[src/rtl/pf_pkg.sv]
package pf_pkg;
  localparam int DQ_W = 16;
  localparam logic [7:0] MFR_CODE    = 8'hAD;
  localparam logic [7:0] DEV_BOTTOM  = 8'h58;
  localparam logic [7:0] DEV_TOP     = 8'hD6;
  localparam logic [7:0] DEV_UPPER   = 8'h22;
  typedef enum logic [1:0] {
    ID_MFR  = 2'b00,
    ID_DEV  = 2'b01,
    ID_PROT = 2'b10,
    ID_NONE = 2'b11
  } id_sel_e;
endpackage

[src/rtl/pf_sync.sv]
module pf_sync #(
  parameter int W = 1,
  parameter logic [W-1:0] RST_VAL = '0
) (
  input  logic         clk,
  input  logic         rst,
  input  logic [W-1:0] d,
  output logic [W-1:0] q
);
  logic [W-1:0] meta;
  always_ff @(posedge clk) begin
    if (rst) begin
      meta <= RST_VAL;
      q    <= RST_VAL;
    end else begin
      meta <= d;
      q    <= meta;
    end
  end
endmodule

[src/rtl/pf_wr_capture.sv]
module pf_wr_capture #(
  parameter int ADDR_W = 19
) (
  input  logic                 clk,
  input  logic                 rst,
  input  logic                 ce_s,
  input  logic                 we_s,
  input  logic                 oe_s,
  input  logic                 rp_s,
  input  logic                 byte_md,
  input  logic [ADDR_W-1:0]    addr,
  input  logic [pf_pkg::DQ_W-1:0] dq_in,
  output logic                 wr_valid,
  output logic [ADDR_W:0]      wr_addr,
  output logic [pf_pkg::DQ_W-1:0] wr_data
);
  localparam int HB = pf_pkg::DQ_W / 2;
  logic win, win_q, byte_q;

  assign win = ~ce_s & ~we_s & oe_s & rp_s;

  always_ff @(posedge clk) begin
    if (rst) begin
      win_q    <= 1'b0;
      byte_q   <= 1'b0;
      wr_valid <= 1'b0;
      wr_addr  <= '0;
      wr_data  <= '0;
    end else begin
      win_q    <= win;
      wr_valid <= 1'b0;
      if (win && !win_q) begin
        byte_q  <= byte_md;
        wr_addr <= byte_md ? {addr, dq_in[pf_pkg::DQ_W-1]} : {addr, 1'b0};
      end
      if (!win && win_q && rp_s && oe_s) begin
        wr_valid <= 1'b1;
        wr_data  <= byte_q ? {{HB{1'b0}}, dq_in[HB-1:0]} : dq_in;
      end
    end
  end
endmodule

[src/rtl/pf_rd_path.sv]
module pf_rd_path
  import pf_pkg::*;
#(
  parameter int ADDR_W   = 19,
  parameter int NGRP     = 8,
  parameter bit TOP_BOOT = 1'b0
) (
  input  logic              clk,
  input  logic              rst,
  input  logic              ce_s,
  input  logic              we_s,
  input  logic              oe_s,
  input  logic              rp_s,
  input  logic              byte_md,
  input  logic              hv_a9,
  input  logic [ADDR_W-1:0] addr,
  input  logic              a_m1,
  input  logic [DQ_W-1:0]   array_data,
  input  logic [NGRP-1:0]   sect_prot,
  output logic [DQ_W-1:0]   dq_out,
  output logic [DQ_W-1:0]   dq_oe
);
  localparam int HB    = DQ_W / 2;
  localparam int GRP_W = (NGRP > 1) ? $clog2(NGRP) : 1;
  localparam logic [7:0] DEV_CODE = TOP_BOOT ? DEV_TOP : DEV_BOTTOM;

  logic            rd;
  logic [GRP_W-1:0] grp;
  logic [DQ_W-1:0] nxt;
  id_sel_e         sel;

  assign rd  = ~ce_s & ~oe_s & we_s & rp_s;
  assign grp = addr[ADDR_W-1 -: GRP_W];
  assign sel = id_sel_e'(addr[1:0]);

  always_comb begin
    nxt = '0;
    if (hv_a9) begin
      case (sel)
        ID_MFR:  nxt[HB-1:0] = MFR_CODE;
        ID_DEV:  nxt = {byte_md ? 8'h00 : DEV_UPPER, DEV_CODE};
        ID_PROT: nxt[0] = (32'(grp) < NGRP) ? sect_prot[grp] : 1'b0;
        default: nxt = '0;
      endcase
    end else if (byte_md) begin
      nxt[HB-1:0] = a_m1 ? array_data[DQ_W-1:HB] : array_data[HB-1:0];
    end else begin
      nxt = array_data;
    end
  end

  always_ff @(posedge clk) begin
    if (rst) begin
      dq_out <= '0;
      dq_oe  <= '0;
    end else begin
      dq_out <= rd ? nxt : '0;
      dq_oe  <= {{HB{rd & ~byte_md}}, {HB{rd}}};
    end
  end
endmodule

[src/rtl/pflash_front.sv]
module pflash_front
  import pf_pkg::*;
#(
  parameter int ADDR_W   = 19,
  parameter int NGRP     = 8,
  parameter bit TOP_BOOT = 1'b0
) (
  input  logic              clk,
  input  logic              rst,
  input  logic              ce_n,
  input  logic              we_n,
  input  logic              oe_n,
  input  logic              rp_n,
  input  logic              byte_n,
  input  logic              hv_a9,
  input  logic [ADDR_W-1:0] addr,
  input  logic [15:0]       dq_in,
  output logic [15:0]       dq_out,
  output logic [15:0]       dq_oe,
  input  logic [15:0]       array_data,
  input  logic [NGRP-1:0]   sect_prot,
  input  logic              busy,
  output logic              wr_valid,
  output logic [ADDR_W:0]   wr_addr,
  output logic [15:0]       wr_data,
  output logic              abort
);
  localparam int NSYNC = 5;
  logic [NSYNC-1:0] pins_s;
  logic ce_s, we_s, oe_s, rp_s, byte_md, rp_q;

  pf_sync #(.W(NSYNC), .RST_VAL({NSYNC{1'b1}})) u_sync (
    .clk(clk), .rst(rst),
    .d({byte_n, rp_n, oe_n, we_n, ce_n}),
    .q(pins_s)
  );

  assign ce_s    = pins_s[0];
  assign we_s    = pins_s[1];
  assign oe_s    = pins_s[2];
  assign rp_s    = pins_s[3];
  assign byte_md = ~pins_s[4];

  pf_wr_capture #(.ADDR_W(ADDR_W)) u_wr (
    .clk(clk), .rst(rst),
    .ce_s(ce_s), .we_s(we_s), .oe_s(oe_s), .rp_s(rp_s), .byte_md(byte_md),
    .addr(addr), .dq_in(dq_in),
    .wr_valid(wr_valid), .wr_addr(wr_addr), .wr_data(wr_data)
  );

  pf_rd_path #(.ADDR_W(ADDR_W), .NGRP(NGRP), .TOP_BOOT(TOP_BOOT)) u_rd (
    .clk(clk), .rst(rst),
    .ce_s(ce_s), .we_s(we_s), .oe_s(oe_s), .rp_s(rp_s), .byte_md(byte_md),
    .hv_a9(hv_a9), .addr(addr), .a_m1(dq_in[15]),
    .array_data(array_data), .sect_prot(sect_prot),
    .dq_out(dq_out), .dq_oe(dq_oe)
  );

  always_ff @(posedge clk) begin
    if (rst) begin
      rp_q  <= 1'b1;
      abort <= 1'b0;
    end else begin
      rp_q  <= rp_s;
      abort <= rp_q & ~rp_s & busy;
    end
  end
endmodule

[config.mk]
export PLATFORM = sky130hd
export DESIGN_NAME = pflash_front
export DESIGN_NICKNAME = d
export VERILOG_FILES = /design/src/rtl/pf_pkg.sv /design/src/rtl/pf_sync.sv /design/src/rtl/pf_wr_capture.sv /design/src/rtl/pf_rd_path.sv /design/src/rtl/pflash_front.sv
export SDC_FILE = /design/constraint.sdc
export NUM_CORES = 1
export LEC_CHECK = 0
export BUFFER_PORTS_ARGS = -buffer_cell sky130_fd_sc_hd__buf_4
export CAP_MARGIN = 20
export CORE_UTILIZATION = 40
export DETAILED_ROUTE_END_ITERATION = 6
export PLACE_DENSITY = 0.77
export SYNTH_ARGS = -nofsm -noshare
export SYNTH_HDL_FRONTEND = slang
export SYNTH_HIERARCHICAL = 1
export SYNTH_SLANG_ARGS = --single-unit
export TNS_END_PERCENT = 5
[constraint.sdc]
create_clock -name clk -period 3.3 [get_ports clk]
set_input_delay 0.66 -clock clk [delete_from_list [all_inputs] [get_ports clk]]
set_output_delay 0.66 -clock clk [all_outputs]
set_load 0.03 [all_outputs]
==> results.json, run 1 <==
{
  "rows": 29,
  "netlist.area_leader.share_pct": 51.2,
  "finClkSkew_ns": 0.0106,
  "violations": "design-rule violations",
  "drt_wl_total_um": 6200,
  "required_ns": 2.64,
  "die_area_sq_um": 7080,
  "die_w_um": 84.2,
  "grt_start_max_net_pins": 52,
  "synthToLayoutAreaGrowth_pct": 41.6,
  "antennaDiodeCount": 0,
  "tightestPinTransition_ns": 0.767,
  "crit_type": "flip-flop to primary output",
  "dr_total_vias": 2293,
  "final_nets": 463,
  "crit_family": "flip-flops",
  "min_path_type": "flip-flop to flip-flop",
  "outcome": "finished with violations",
  "synth_fp_nets": 344,
  "grt.overflow.total": 0,
  "critical_path_buf_inv_count": 1,
  "p_total_mw": 1.63,
  "vdd_drop_max_uv": 251,
  "htree_levels": 3,
  "core_sq_um": 6420,
  "synth.area.top_cells": "dfxtp_1, a21oi_1, a31o_1, nand2b_1, buf_4",
  "crit_slowest_cell": "dfxtp_1",
  "first_iter_violations": 110,
  "crit_fanout": 8,
  "post_cts_buffers": 0,
  "whs_path_depth": 1,
  "port_buffers": 137,
  "grt_pass1_vias": 2187,
  "cts_hold_buf": 0,
  "gp_congestion": 0.722,
  "place_hpwl_um": 4510,
  "cts_tree": "built",
  "grt_pass1_wl_um": 10000,
  "r2r.worst_path.cells": 4,
  "initial_core_util_pct": 42.0,
  "slew_viol_final": 0,
  "r2r_end": "u_rd/dq_out[10]",
  "finalCriticalPeriod_ns": 1.66,
  "whs_ns": 0.403,
  "holdPathEnd": "u_sync/q[2]",
  "ys_ff_latch": 69,
  "hold_start": "u_sync/meta[2]",
  "ff2ff_setup_slack_ns": 1.75,
  "rsz0062_at_grt": "no",
  "cts_num_sinks": 69,
  "ios": 138,
  "fin_setup_tns_ns": 0,
  "cts_resized": 0,
  "root_buffer": "clkbuf_8",
  "antenna_found_initial": 0,
  "end_kind": "primary output",
  "post-route-drc-count": 22,
  "clk_pin_slew_ns": 0.07,
  "postRouteAntennaNets": 0,
  "drive_gt1_share_pct": 39.5,
  "postSynthAreaPerCell_sq_um": 9.78,
  "wl_per_cell_um": 13.0,
  "die_h_um": 84.2,
  "ys_seq_area_share_pct": 51.2,
  "track_usage_pct": 18.1,
  "yosys_warnings": 6,
  "crit_arrival_ns": 1.00,
  "cts_buffer_depth": 2,
  "clock_latency_ns": 0.34,
  "drt-pass1-iter-count": 6,
  "vias_per_cell": 4.81,
  "synth_top_area_cell": "dfxtp_1",
  "power_density_nw_per_um2": 426,
  "final_hold_viol_count": 0,
  "r2r-start": "u_sync/q[3]",
  "leakage_nw": 1.77,
  "slew_headroom_pct": 48.9,
  "synth_area_sq_um": 2700,
  "max_freq_mhz": 602,
  "max_stage_delay_ns": 0.45,
  "cp-start-kind": "flip-flop",
  "period_share_pct": 50.3,
  "synth_cell_types": 33,
  "cp_cell_sequence": "buf_4",
  "synth_cells": 276,
  "cts_buffers": 9,
  "final-setup-viol-count": 0,
  "max_cap_viol_count": 0
}
==> report_power, final <==
group	switching, mW	internal [mW]
Clock	0.295	0.368
Combinational	0.0472	0.0723
Sequential	0.00451	0.841
Total	0.347	1.28
==> final cells by class <==
cell class	count	area (sq um)
fill	573	2600
multi-input combinational	172	1100
clock buffer	12	145
clock inverter	4	47.5
timing repair buffer	137	1030
tap	77	96.3
sequential	69	1380
inverter	6	22.5
==> cell families after synthesis <==
family	Yosys count	synth area share, %
buffers and inverters	35	8.02
AO/OA/AOI/OAI	72	17.3
AND/OR/NAND/NOR	92	19.4
multiplexers	8	4.17
flip-flops	69	51.2
==> sequential cells by signal, summed over array words and instances (netlist names) <==
register	count
u_wr/wr_addr	20
u_sync/meta	5
u_rd/dq_out	16
u_wr/wr_valid	1
abort	1
u_wr/byte_q	1
u_rd/dq_oe	2
rp_q	1
u_sync/q	5
u_wr/wr_data	16
u_wr/win_q	1
==> synth_stat cells (all sizes together) <==
cell type,count
mux4,2
nand3,4
o2111a,1
nand2b,20
inv,6
and2,8
and4bb,3
a21o,2
or2,11
o21ai,6
o21a,2
a31o,19
nand2,30
a21oi,39
a211oi,1
nor2b,1
o2111ai,1
nand3b,9
clkbuf,6
dfxtp,69
nand4,2
nor2,4
mux2i,6
buf,23
a41o,1
==> how the worst max path moves through the flow <==
stage / startpoint / endpoint / slack (ns) / cells after the start
after floorplan: addr[17] / u_rd/dq_out[0] / 1.63 / 4
after global placement: rst / u_wr/wr_addr[0] / 1.39 / 3
after detailed placement: rst / u_wr/wr_addr[0] / 1.37 / 3
after CTS: u_rd/dq_oe[8] / dq_oe[12] / 1.61 / 1
after global routing: u_rd/dq_oe[8] / dq_oe[10] / 1.57 / 1
final: u_rd/dq_oe[7] / dq_oe[4] / 1.64 / 1
==> cells in the final DEF, fill, tap and decap left out, types with 2 or more instances in the layout <==
cell      Yosys  layout
a21o_1        2       2
nand3_1       4       4
clkbuf_1      4       2
buf_4        15     137
nand2b_1     20      20
clkinv_2      0       2
o21a_1        2       2
nand2_1      30      30
dfxtp_1      69      69
nor2_1        4       4
or2_1        11      11
a21oi_1      39      39
a31o_1       19      19
mux2i_1       6       6
and2_1        6       6
nand4_1       2       2
clkbuf_8      0      10
mux4_1        2       2
inv_1         6       6
o21ai_0       5       5
and4bb_2      2       2
nand3b_1      9       9
==> metal layers <==
layer,share of wire [%],global-route usage [%]
met1,43,21.5
met2,47,30.0
met3,8.0,5.21
met4,1.7,8.78
met5,0,0
==> per-stage QoR <==
stage	instances	utilization (%)	instance area [sq um]	setup WS (ns)
6_report	477	59.5	3820	1.64
5_1_grt	477	59.5	3820	1.57
3_5_place_dp	461	56.5	3630	1.37
3_3_place_gp	461	56.5	3630	1.39
2_1_floorplan	276	-	2700	1.63
4_1_cts	477	59.5	3820	1.61
Note: power is estimated with default switching activity, not from simulation.
==> run 2, diff against run 1 <==
==> constraint.sdc (replaced) <==
create_clock -name clk -period 1.7 [get_ports clk]
set_input_delay 0.34 -clock clk [delete_from_list [all_inputs] [get_ports clk]]
set_output_delay 0.34 -clock clk [all_outputs]
set_load 0.03 [all_outputs]
==> run 2 against run 1 <==
Against the previous run: the flow still finishes with violations (design-rule violations); power up 95%; die area stayed put; sequential share of layout area down 0.49 points; sequential cell count unchanged.
==> results.json, run 2 (synthesized netlist as in run 1, its figures left out) <==
{
  "top_register": "u_wr/wr_addr",
  "htree_levels": 3,
  "finalCriticalPeriod_ns": 1.46,
  "ios": 138,
  "slew_viol_final": 0,
  "cts_buffer_depth": 2,
  "postRouteAntennaNets": 0,
  "min_path_type": "input port to flip-flop",
  "critical_path_buf_inv_count": 0,
  "post_cts_buffers": 0,
  "fin_util_pct": 60.4,
  "core_sq_um": 6420,
  "grt_pass1_wl_um": 10300,
  "die_area_sq_um": 7080,
  "cts_num_sinks": 69,
  "vias_per_cell": 4.98,
  "place_hpwl_um": 4630,
  "crit_fanout": 8,
  "tightestPinTransition_ns": 0.445,
  "gp_congestion": 0.746,
  "required_ns": 1.97,
  "drive_gt1_share_pct": 40.5,
  "grt_start_max_net_pins": 32,
  "root_buffer": "clkbuf_8",
  "grt_pass1_vias": 2198,
  "crit_family": "simple AND/OR/NAND/NOR gates",
  "dr_total_vias": 2408,
  "final_nets": 470,
  "rows": 29,
  "cts_resized": 0,
  "period_share_pct": 85.9,
  "end_kind": "flip-flop",
  "outcome": "finished with violations",
  "crit_type": "flip-flop to flip-flop",
  "max_freq_mhz": 685,
  "largest_reg_flops": 20,
  "clock_latency_ns": 0.34,
  "final_hold_viol_count": 0,
  "first_iter_violations": 69,
  "port_buffers": 137,
  "drt_wl_total_um": 6440,
  "finClkSkew_ns": 0.00848,
  "post-route-drc-count": 24,
  "antennaDiodeCount": 0,
  "rsz0062_at_grt": "no",
  "power_density_nw_per_um2": 821,
  "cts_hold_buf": 0,
  "initial_core_util_pct": 42.0,
  "max_stage_delay_ns": 0.41,
  "cp_cell_sequence": "and4bb_2 -> nand3_1 -> nor2_1 -> and2_1",
  "violations": "design-rule violations",
  "cp-start-kind": "flip-flop",
  "crit_slowest_cell": "dfxtp_1",
  "track_usage_pct": 18.3,
  "layout_commonest_cell": "buf_4",
  "fin_setup_tns_ns": 0,
  "drt-pass1-iter-count": 7,
  "leakage_nw": 1.81,
  "cts_tree": "built",
  "crit_arrival_ns": 1.73,
  "reg.largest.list": "u_wr/wr_addr: 20 flops, u_rd/dq_out: 16 flops, u_wr/wr_data: 16 flops",
  "max_cap_viol_count": 0,
  "clk_pin_slew_ns": 0.07,
  "antenna_found_initial": 0,
  "wl_per_cell_um": 13.3,
  "synthToLayoutAreaGrowth_pct": 43.6,
  "vdd_drop_max_uv": 545,
  "cts_buffers": 9,
  "final_cell_mix": "buf_4, dfxtp_1, a21oi_1",
  "die_h_um": 84.2,
  "slew_headroom_pct": 70.3,
  "die_w_um": 84.2,
  "final-setup-viol-count": 0,
  "grt.overflow.total": 0
}
run 2: cell types whose count changed in the layout (fill, tap and decap cells not counted), sizes merged:
cell	change
buf	+7
run 2: routing by layer:
metal	GRT usage [%]	share of wire (%)	vias to the layer above
met5	0	0	-
met2	30.9	48	101
met4	6.11	0.50	0
met1	21.2	42	1107
met3	7.28	9.7	4
li1	-	-	1196
run 2: cell type report:
cell class | instances | area, sq um
clock inverters | 4 | 47.5
inverters | 6 | 22.5
repair buffers | 144 | 1080
flip-flops and latches | 69 | 1380
multi-input cells | 172 | 1100
clock buffers | 12 | 145
fillers | 583 | 2550
well taps | 77 | 96.3
run 2: path summary, 6_finish.rpt:
path | cells past startpoint | startpoint | slack [ns] | endpoint
max | 4 | u_sync/q[3] | 0.24 | u_rd/dq_out[8]
min | 2 | byte_n | 0.18 | u_sync/meta[4]
max reg2reg | 4 | u_sync/q[3] | 0.24 | u_rd/dq_out[8]
min reg2reg | 1 | u_sync/meta[1] | 0.40 | u_sync/q[1]
run 2: report_power, final:
| part | switching (mW) | internal, mW | total, mW | leakage, nW |
|---|---|---|---|---|
| sequential | 0.00859 | 1.63 | 1.64 | 0.558 |
| combinational | 0.0934 | 0.145 | 0.238 | 1.15 |
| clock | 0.588 | 0.714 | 1.30 | 0.0964 |
| total | 0.690 | 2.49 | 3.18 | 1.81 |
run 2: per-stage QoR:
stage	power, mW	instance area [sq um]	cells	setup WS (ns)	hold WS, ns
after global routing	3.32	3880	484	0.0758	0.177
after floorplan	1.76	2700	276	0.352	0.383
after global placement	1.91	3680	468	0.170	0.386
final	3.18	3880	484	0.241	0.181
after detailed placement	1.92	3680	468	0.150	0.388
after CTS	3.22	3880	484	0.231	0.168
==> run 3, diff against run 2 <==
--- a/config.mk
+++ b/config.mk
@@ -7,9 +7,9 @@
 export LEC_CHECK = 0
 export BUFFER_PORTS_ARGS = -buffer_cell sky130_fd_sc_hd__buf_4
 export CAP_MARGIN = 20
-export CORE_UTILIZATION = 40
+export CORE_UTILIZATION = 34
 export DETAILED_ROUTE_END_ITERATION = 6
-export PLACE_DENSITY = 0.77
+export PLACE_DENSITY = 0.68
 export SYNTH_ARGS = -nofsm -noshare
 export SYNTH_HDL_FRONTEND = slang
 export SYNTH_HIERARCHICAL = 1
==> run 3 against run 2 <==
Against the previous run: the run now ends clean; wire length increased by 0.96%; critical path depth unchanged; fmax increased by 2.7%; clock power increased by 11%; critical path type unchanged; largest cell class unchanged; largest power group unchanged; highest routed layer unchanged.
==> results.json, run 3 (synthesized netlist as in run 1, its figures left out) <==
{
  "seq_power_share_pct": 49.5,
  "cts_hold_buf": 0,
  "die_w_um": 91.1,
  "track_usage_pct": 16.0,
  "crit_arrival_ns": 1.69,
  "grt_pass1_wl_um": 10600,
  "grt_start_max_net_pins": 24,
  "crit_type": "flip-flop to flip-flop",
  "dpl-instance-area_sq_um": 3720,
  "layout_commonest_cell": "buf_4",
  "cp-start-kind": "flip-flop",
  "max_cap_viol_count": 0,
  "crit_family": "simple AND/OR/NAND/NOR gates",
  "clockPowerShare_pct": 43.3,
  "min_path_type": "input port to flip-flop",
  "reg.largest.list": "u_wr/wr_addr: 20 flops, u_rd/dq_out: 16 flops, u_wr/wr_data: 16 flops",
  "port_buffers": 137,
  "grt-busiest-layer": "met2",
  "synthToLayoutAreaGrowth_pct": 45.7,
  "antenna_found_initial": 0,
  "vias_per_cell": 4.66,
  "vdd_drop_max_uv": 347,
  "met3_usage_pct": 5.28,
  "r2r.worst_path.cells": 4,
  "max_freq_mhz": 703,
  "leakage_nw": 1.83,
  "post-place-ws_ns": 0.125,
  "finClkSkew_ns": 0.00698,
  "root_buffer": "clkbuf_8",
  "rows": 32,
  "cp_cell_sequence": "and4bb_2 -> nand3_1 -> nor2_1 -> and2_1",
  "cp-startpoint": "u_sync/q[3]",
  "layout_setup_ws_ns": 0.278,
  "dp.cells": 494,
  "first_iter_violations": 64,
  "required_ns": 1.97,
  "comb_power_share_pct": 7.2,
  "slew_viol_final": 0,
  "grt.overflow.total": 0,
  "gp_congestion": 0.703,
  "whs_ns": 0.185,
  "crit_slowest_cell": "dfxtp_1",
  "grt_pass1_vias": 2316,
  "endpoint": "u_rd/dq_out[8]",
  "power_density_nw_per_um2": 843,
  "tightestPinTransition_ns": 0.745,
  "end_kind": "flip-flop",
  "final_cell_mix": "buf_4, dfxtp_1, a21oi_1",
  "place_hpwl_um": 4760,
  "die_h_um": 91.1,
  "final_area_sq_um": 3940,
  "p_sw_mw": 0.688,
  "postRouteAntennaNets": 0,
  "ff2ff_setup_slack_ns": 0.28,
  "fin_setup_tns_ns": 0,
  "cts_buffer_depth": 2,
  "cts_buffers": 9,
  "rsz0062_at_grt": "no",
  "dr_total_vias": 2372,
  "ios": 138,
  "drt_wl_total_um": 6500,
  "clk_pin_slew_ns": 0.07,
  "drive_gt1_share_pct": 41.0,
  "initial_core_util_pct": 35.1,
  "htree_levels": 3,
  "final_nets": 471,
  "cts_resized": 0,
  "slew_headroom_pct": 50.3,
  "r2r-start": "u_sync/q[3]",
  "final-setup-viol-count": 0,
  "cp.depth": 4,
  "clock_latency_ns": 0.33,
  "r2r_end": "u_rd/dq_out[8]",
  "p_total_mw": 3.32,
  "antennaDiodeCount": 0,
  "grtUsageMet1_pct": 19.5,
  "cts_tree": "built",
  "max_stage_delay_ns": 0.42,
  "critical_path_buf_inv_count": 0,
  "final_hold_viol_count": 0,
  "cell_internal_pwr_mw": 2.63,
  "grt_use_met2_pct": 26.1,
  "fin_util_pct": 51.2,
  "largest_reg_flops": 20,
  "cts_num_sinks": 69,
  "die_area_sq_um": 8300,
  "wl_per_cell_um": 12.8,
  "instances_no_fill": 509,
  "core_sq_um": 7690,
  "period_share_pct": 83.6,
  "post_cts_buffers": 0,
  "switching_share_pct": 20.8,
  "finalCriticalPeriod_ns": 1.42,
  "crit_fanout": 8,
  "outcome": "finished, final reports clean",
  "drt-pass1-iter-count": 4,
  "top_register": "u_wr/wr_addr",
  "post-route-drc-count": 0
}
## run 3: worst min path at each step
stage	start	endpoint	cells after the start
5_1_grt	rp_n	u_sync/meta[3]	2
4_1_cts	rp_n	u_sync/meta[3]	2
3_3_place_gp	u_sync/meta[0]	u_sync/q[0]	1
2_1_floorplan	u_sync/meta[0]	u_sync/q[0]	1
3_5_place_dp	u_sync/meta[3]	u_sync/q[3]	1
6_report	rp_n	u_sync/meta[3]	2
## run 3: area by class of cell
cell class | count | area, sq um
clock buffers | 10 | 138
clock inverters | 5 | 75.1
fillers | 737 | 3750
inverters | 6 | 22.5
multi-input cells | 172 | 1100
flip-flops and latches | 69 | 1380
well taps | 102 | 128
repair buffers | 145 | 1090
## run 3: per-layer routing
metal / vias up / wire length [um]
met5: - / 0
met4: 0 / 91
li1: 1186 / -
met1: 1085 / 2890
met2: 91 / 3040
met3: 10 / 475
## run 3: power groups by stage
stage	registers [mW]	logic, mW	clock network, mW
finish	1.64	0.239	1.44
global route	1.64	0.258	1.57
CTS	1.64	0.242	1.49
detailed placement	1.68	0.241	0
global placement	1.68	0.240	0
floorplan	1.69	0.0766	0
